===== config.mk =====
export PLATFORM = sky130hd
export DESIGN_NAME = dram_phase_ctrl
export DESIGN_NICKNAME = d
export VERILOG_FILES = /design/src/rtl/dram_phase_pkg.sv /design/src/rtl/dram_phase_seq.sv /design/src/rtl/dram_addr_path.sv /design/src/rtl/dram_phase_ctrl.sv
export SDC_FILE = /design/constraint.sdc
export NUM_CORES = 1
export LEC_CHECK = 0
export BUFFER_PORTS_ARGS = -buffer_cell sky130_fd_sc_hd__buf_2
export CELL_PAD_IN_SITES_DETAIL_PLACEMENT = 1
export CELL_PAD_IN_SITES_GLOBAL_PLACEMENT = 1
export CORE_MARGIN = 8
export CORE_UTILIZATION = 37
export DETAILED_ROUTE_END_ITERATION = 10
export PLACE_DENSITY_LB_ADDON = 0.25
export SLEW_MARGIN = 20
export SYNTH_ARGS = -nofsm -noshare
export SYNTH_HDL_FRONTEND = slang
export SYNTH_SLANG_ARGS = --single-unit

===== constraint.sdc =====
create_clock -name fastClk -period 2.2 [get_ports fastClk]
set_input_delay 0 -clock fastClk [delete_from_list [all_inputs] [get_ports fastClk]]
set_output_delay 0 -clock fastClk [all_outputs]
set_load 0.05 [all_outputs]

===== src/rtl/dram_phase_pkg.sv =====
package dram_phase_pkg;
  // Strobe requests from the sequencer to the address/strobe datapath.
  typedef struct packed {
    logic rasOn;   // assert row strobe
    logic casOn;   // assert column strobe
    logic weOn;    // assert write enable
    logic bufOn;   // enable read data buffer
    logic drvCpu;  // enable processor row/column multiplexer
    logic useCol;  // multiplexer selects column half
    logic drvRef;  // enable refresh counter buffer
    logic advRef;  // step refresh counter
  } strobe_t;
endpackage


===== src/rtl/dram_phase_seq.sv =====
module dram_phase_seq
  import dram_phase_pkg::*;
#(
  parameter int HALF_TICKS  = 8,
  parameter int COL_TICK    = 1,
  parameter int CAS_TICK    = 2,
  parameter int END_TICK    = 6,
  parameter bit CBR_REFRESH = 1'b0
) (
  input  logic    fastClk,
  input  logic    rstN,
  input  logic    cpuClk,
  input  logic    chipSel,
  input  logic    readNotWrite,
  output strobe_t strb
);
  localparam int TICK_W = (HALF_TICKS > 2) ? $clog2(HALF_TICKS) : 1;
  localparam logic [TICK_W-1:0] TICK_MAX = TICK_W'(HALF_TICKS - 1);
  localparam logic [TICK_W-1:0] T_COL    = TICK_W'(COL_TICK);
  localparam logic [TICK_W-1:0] T_CAS    = TICK_W'(CAS_TICK);
  localparam logic [TICK_W-1:0] T_END    = TICK_W'(END_TICK);
  localparam logic [TICK_W-1:0] T_ONE    = TICK_W'(1);

  logic              phaseQ;
  logic [TICK_W-1:0] tick;
  logic              inWindow;

  always_ff @(posedge fastClk) begin
    if (!rstN) begin
      phaseQ <= 1'b1;
      tick   <= TICK_MAX;
    end else begin
      phaseQ <= cpuClk;
      if (cpuClk != phaseQ) tick <= '0;
      else if (tick != TICK_MAX) tick <= tick + T_ONE;
    end
  end

  assign inWindow = (tick < T_END);

  always_comb begin
    strb = '0;
    if (phaseQ) begin
      if (chipSel && inWindow) begin
        strb.rasOn  = 1'b1;
        strb.drvCpu = 1'b1;
        strb.useCol = (tick >= T_COL);
        strb.casOn  = (tick >= T_CAS);
        strb.weOn   = !readNotWrite;
        strb.bufOn  = readNotWrite && (tick >= T_CAS);
      end
    end else begin
      if (inWindow) begin
        strb.drvRef = 1'b1;
        if (CBR_REFRESH) begin
          strb.casOn = 1'b1;
          strb.rasOn = (tick >= T_ONE);
        end else begin
          strb.rasOn = 1'b1;
        end
      end
      strb.advRef = (tick == T_END);
    end
  end
endmodule


===== src/rtl/dram_addr_path.sv =====
module dram_addr_path
  import dram_phase_pkg::*;
#(
  parameter int ADDR_W = 16,
  parameter int MA_W   = 8
) (
  input  logic              fastClk,
  input  logic              rstN,
  input  strobe_t           strb,
  input  logic [ADDR_W-1:0] cpuAddr,
  output logic [MA_W-1:0]   dramAddr,
  output logic              rasN,
  output logic              casN,
  output logic              weN,
  output logic              bufEn,
  output logic [MA_W-1:0]   refRow
);
  localparam int MID_W = MA_W - 2;   // row lines fed from the middle address bits
  localparam int HI_B  = ADDR_W - 1; // top processor address bit
  localparam int LO_B  = ADDR_W - 2; // next processor address bit

  logic [MA_W-1:0] rowAddr, colAddr, cpuSrc, busNext;

  // Row map keeps both density variants on one wiring: outer lines take the
  // two top processor bits, the inner lines take the bits above the column.
  assign rowAddr = {cpuAddr[HI_B], cpuAddr[MA_W +: MID_W], cpuAddr[LO_B]};
  assign colAddr = cpuAddr[MA_W-1:0];
  assign cpuSrc  = strb.useCol ? colAddr : rowAddr;

  // Two enabled sources on one bus; lines parked at zero when neither drives.
  always_comb begin
    busNext = '0;
    if (strb.drvCpu)      busNext = cpuSrc;
    else if (strb.drvRef) busNext = refRow;
  end

  always_ff @(posedge fastClk) begin
    if (!rstN) begin
      refRow   <= '0;
      dramAddr <= '0;
      rasN     <= 1'b1;
      casN     <= 1'b1;
      weN      <= 1'b1;
      bufEn    <= 1'b0;
    end else begin
      if (strb.advRef) refRow <= refRow + MA_W'(1);
      dramAddr <= busNext;
      rasN     <= !strb.rasOn;
      casN     <= !strb.casOn;
      weN      <= !strb.weOn;
      bufEn    <= strb.bufOn;
    end
  end
endmodule


===== src/rtl/dram_phase_ctrl.sv =====
module dram_phase_ctrl
  import dram_phase_pkg::*;
#(
  parameter int HALF_TICKS  = 8,
  parameter int COL_TICK    = 1,
  parameter int CAS_TICK    = 2,
  parameter int END_TICK    = 6,
  parameter bit CBR_REFRESH = 1'b0,
  parameter int ADDR_W      = 16,
  parameter int MA_W        = 8
) (
  input  logic              fastClk,
  input  logic              rstN,
  input  logic              cpuClk,
  input  logic [ADDR_W-1:0] cpuAddr,
  input  logic              readNotWrite,
  input  logic              chipSel,
  output logic [MA_W-1:0]   dramAddr,
  output logic              rasN,
  output logic              casN,
  output logic              weN,
  output logic              bufEn
);
  strobe_t         strb;
  logic [MA_W-1:0] refRow;

  dram_phase_seq #(
    .HALF_TICKS(HALF_TICKS), .COL_TICK(COL_TICK), .CAS_TICK(CAS_TICK),
    .END_TICK(END_TICK), .CBR_REFRESH(CBR_REFRESH)
  ) seq_i (
    .fastClk(fastClk), .rstN(rstN), .cpuClk(cpuClk), .chipSel(chipSel),
    .readNotWrite(readNotWrite), .strb(strb)
  );

  dram_addr_path #(.ADDR_W(ADDR_W), .MA_W(MA_W)) path_i (
    .fastClk(fastClk), .rstN(rstN), .strb(strb), .cpuAddr(cpuAddr),
    .dramAddr(dramAddr), .rasN(rasN), .casN(casN), .weN(weN),
    .bufEn(bufEn), .refRow(refRow)
  );
endmodule


; Word level (Yosys, flattened, before mapping)
; Index checks and enable logic that the tools add are counted.
[totals]
romBits = 0
word_cells = 34
latchBits = 0
memories = 0
ramBits = 0
ff_bits = 24
output_inout_bits = 12
[classes]
order_cmp = 3
n_mul = 0
n_addsub = 2
shift = 0
muxes = 10
n_bitwise = 0
reduce_logical = 8
n_eq_ne = 3
n_div = 0
[ops]
columns = op, count
row1 = 2-to-1 mux 8 bit, 3
row2 = "adder 8 x 1 -> 8 bit, second input constant", 1
row3 = 2-to-1 mux 3 bit, 2
row4 = 2-to-1 mux 6 bit, 1
row5 = 2-to-1 mux 5 bit, 1
row6 = zero test 1 bit, 4
row7 = "adder 3 x 1 -> 3 bit, second input constant", 1
row8 = "equality test 3 bit, second input constant", 1
row9 = ">= comparator 3 x 1 -> 1 bit, second input constant", 1
row10 = ">= comparator 3 x 2 -> 1 bit, second input constant", 1
row11 = "< comparator 3 bit, second input constant", 1
row12 = "inequality test 3 bit, second input constant", 1
row13 = AND reduction 3 bit, 1
row14 = logical AND 1 bit, 2
row15 = 2-to-1 mux 1 bit, 2
row16 = 2-to-1 mux 2 bit, 1
row17 = nonzero test 2 bit, 1
row18 = inequality test 1 bit, 1

; Depth between registers and ports, before layout
[depth]
ltp_word = 6
depth_mapped = 5

; Modules after synthesis
; From an unflattened synthesis, not the netlist that was laid out.
[unflattened]
hier_cells = 123
hier_area_um2 = 1159.9
[by_module_without_submodules]
columns = mod, cells_each, n_inst, area_per_inst_um2
row1 = dram_addr_path, 90, 1, 878.3
row2 = dram_phase_seq, 33, 1, 281.5

; Least setup slack after synthesis
; OpenSTA, ideal clock, no wires.
[synth_timing]
path_type = register -> register
startpoint = register seq_i.tick[1]
endpoint = register path_i.dramAddr[0]
stages_incl_launch_ff = 6
setup_time_ns = 0.127
arrival_time_ns = 1.492
required_time_ns = 2.073
path_buffers = 0
slack_ns = 0.582
synth_period_minus_slack_ns = 1.618
cell_sequence = dfxtp_1 inv_1 ha_1 nor3_2 mux2i_1 o2bb2ai_1
[synth_between]
elab_chain_cells = 6
word_cells_on_any_way = 10
cone_classes = 2 x order compare / 7 x mux / 1 x reduce/logical
[synth_lines]
columns = item, line
row1 = "start, declared", dram_phase_seq.sv:25  ; logic [TICK_W-1:0] tick;
row2 = "start signal, assigned", dram_phase_seq.sv:35  ; else if (tick != TICK_MAX) tick <= tick + T_ONE;
row3 = < comparator 3 bit, dram_phase_seq.sv:39  ; assign inWindow = (tick < T_END);
row4 = logical AND 1 bit, dram_phase_seq.sv:44  ; if (chipSel && inWindow) begin
row5 = 2-to-1 mux 6 bit, dram_phase_seq.sv:44
row6 = 2-to-1 mux 5 bit, dram_phase_seq.sv:43  ; if (phaseQ) begin
row7 = 2-to-1 mux 8 bit, dram_addr_path.sv:28  ; assign cpuSrc = strb.useCol ? colAddr : rowAddr;
row8 = 2-to-1 mux 8 bit *, dram_addr_path.sv:33  ; if (strb.drvCpu) busNext = cpuSrc;
row9 = "end signal, assigned", dram_addr_path.sv:47  ; dramAddr <= busNext;
row10 = "end, declared", dram_addr_path.sv:11  ; output logic [MA_W-1:0] dramAddr,
; Mark *: on every way between the ends. The rest lies on a longest branch, timed or not.
; A chain may end at the register's enable or synchronous reset.

; Final worst setup path
[layout_timing]
startpoint = register seq_i.tick[1]
endpoint = register path_i.dramAddr[2]
; The elaborated chain is that of the path after synthesis.

==> results.toml <==
[layout]
drive_above_1_share_pct = 30.3
fin_cells = 183
fin_area_mm2 = 0.00146
syn2layout_area_growth_pct = 41.2
post-route-util_pct = 54.0
nFillCells = 307
final_nets = 178
diodes = 0

[power_and_ir_drop]
pwr-share-clk_pct = 25.5
comb_power_share_pct = 23.2
pwr-share-seq_pct = 51.2
p_leak_nw = 0.592
ir_worst_vdd_v = 0.000424
netSwitchingFraction_pct = 29.7
pwr_density_cell_mw_per_mm2 = 642
switching_power_mw = 0.279
p_int_mw = 0.660

[placed_design]
place.gp.congestion = 0.706
dpl.cell_count = 159
dpl_cell_area_mm2 = 0.00122
dp_hpwl_mm = 2.01
numPortBuffers = 32

[timing]
fmax_mhz = 509
hold_violations = 0
period_needed_ns = 1.96
setup-tns-final_ns = 0
period_share_pct = 89.3
hold_slack_ns = 0.251
slew_headroom_pct = 56.3
rsz0062_at_grt = "false"
setup_viol = 0
tightest_slew_ns = 0.652
drv_slew = 0
skew_ns = 0.00358

[global_routing]
grt_first_pass_wirelength_mm = 4.81
grt-ovfl-total = 0
antenna_found_initial = 0
grt.total_usage_pct = 13.6
grt_pass1_vias = 989
grt_max_degree = 14

[floorplanning]
rows = 19
ios = 33
coreArea_mm2 = 0.00271
die_x_um = 68.9
die-height_um = 68.9
die_area_mm2 = 0.00475
start_util_pct = 38.2

[detailed_routing]
drc = 0
via_per_inst = 5.25
dr.pass1.iters = 3
drtIter0Drc = 26
wire_per_inst_um = 16.9
postRouteAntennaNets = 0
num_vias = 960
routed_wl_mm = 3.10

[cts]
cts_inserted_buffers = 3
clk_pin_slew_ns = 0.14
insertion_delay_ns = 0.32
htree_levels = 1
postCtsSetupBuffers = 0
tritoncts = "yes"
cts_root_buf = "clkbuf_4"
ctsLongestPathBuffers = 2
clkSinkCount = 24

[synthesis]
synthTopCellsByArea = "dfxtp_1 46%, mux2i_1 11%, o2bb2ai_1 6.8%"
yosysUniqueCellTypes = 27
synth_enable_flop_cells = 0
avgSynthCellArea_um2 = 10.7
synth_commonest_cells = "24 x dfxtp_1, 11 x mux2i_1, 8 x o2bb2ai_1"
syn_nets = 122
async_reset_ff_share_pct = 0
yosys_warnings = 0
netlist_instances = 97
netlist.area_leader.share_pct = 46.4
synth-main-ff-cell = "dfxtp_1"
yosysTopAreaCell = "dfxtp_1"
ys_ff_latch = 24
synth.cell_area_mm2 = 0.00104
synth_seq_area_share_pct = 46.4
synth.most_common_cell = "dfxtp_1"

[critical_path]
path_cells = "inv_1 > ha_1 > nor3_2 > buf_4 > mux2i_1 > dlygate4sd3_1 > o2bb2ai_1"
slowest_stage = "dlygate4sd3_1"
slowest_delay_ns = 0.57
ff2ff_setup_slack_ns = 0.24
worst_ep_required_time_ns = 2.41
worst_ep_arrival_time_ns = 2.17
crit_type = "reg2reg"
endpoint_kind = "flop"
crit_path_start_kind = "flop"
crit_fanout = 8

[run_status]
status = "finished, final reports clean"

[flow_run]
cap_violations = 0

[hold_path]
hold_path_class = "in2reg"
[metal layers]
metal	routed length, µm	vias up	GRT usage, %
li1	-	469	-
met4	68	0	6.27
met2	1440	28	24.3
met3	292	6	3.23
met1	1290	457	14.8
met5	0	-	0
[state kept, by name (all words and copies together) (netlist names)]
| register | flops |
|---|---|
| path_i.rasN | 1 |
| path_i.casN | 1 |
| path_i.refRow | 8 |
| path_i.weN | 1 |
| path_i.dramAddr | 8 |
| path_i.bufEn | 1 |
| seq_i.phaseQ | 1 |
| seq_i.tick | 3 |
[power by group through the flow]
| stage | registers (mW) | clock network (mW) | logic [mW] |
|---|---|---|---|
| global route | 0.484 | 0.263 | 0.240 |
| detailed placement | 0.489 | 0 | 0.177 |
| CTS | 0.479 | 0.245 | 0.216 |
| floorplan | 0.528 | 0 | 0.0815 |
| finish | 0.481 | 0.240 | 0.218 |
| global placement | 0.487 | 0 | 0.170 |
[cell families after synthesis]
kind of cell / count (synthesis) / synth area share (%)
adders and majority gates: 4 / 4.83
xor gates and xnor gates: 3 / 2.54
AOI/OAI and AO/OA: 22 / 14.5
muxes: 11 / 10.6
buffers and inverters: 7 / 3.50
DFF: 24 / 46.4
and+or+nand+nor: 26 / 17.6
[placed cells by master, fill, tap and decap left out, types with 2 or more instances in the layout]
cell and count:
o2bb2ai_1 8, or4_1 2, o31ai_1 4, inv_1 4, buf_2 32, nand4_1 2, a21oi_1 6, nand2_1 4
dfxtp_1 23, nand2b_1 2, mux2i_1 11, dlygate4sd3_1 20, ha_1 4, xor2_1 3, clkbuf_4 3, or4_2 2
or2_2 2, o21ai_0 4, nor2_1 4
[critical path: cells and delay by family, from the launching register on]
kind,cells,cell delay [ns]
buf+inv,3,0.85
compound gates,1,0.06
simple gates,1,0.10
mux,1,0.22
fa+ha+maj,1,0.19
flops,1,0.45
[per-stage QoR]
stage                     power, mW  worst slack, ns
after floorplan               0.609            0.582
after global placement        0.657            0.650
after detailed placement      0.666            0.558
after CTS                     0.940            0.121
after global routing          0.986           0.0893
final                         0.939            0.235
[area by class of cell]
class                      count  area [µm²]  area share, %
multi-input combinational     66         519           35.5
sequential                    24         482           32.9
timing repair buffer          53         368           25.1
tap                           31        38.8           2.65
clock buffer                   4        36.3           2.48
inverter                       5        18.8           1.28
[final timing paths]
| path | start | endpoint | depth (start not counted) |
|---|---|---|---|
| worst min-delay path | chipSel | path_i.bufEn$_SDFF_PN0_ | 3 |
| worst min register to register | path_i.refRow[7]$_SDFFE_PN0P_ | path_i.refRow[7]$_SDFFE_PN0P_ | 2 |
| worst max-delay path | seq_i.tick[1]$_SDFFE_PN1P_ | path_i.dramAddr[2]$_SDFF_PN0_ | 7 |
| worst max register to register | seq_i.tick[1]$_SDFFE_PN1P_ | path_i.dramAddr[2]$_SDFF_PN0_ | 7 |
[repair_timing]
item                                    CTS  global route
gates resized for setup                   0             1
endpoints found under the hold margin    15             0
endpoints found under the setup margin    0             3
hold buffers                             20             0
Power figures use the tool's default switching activity.
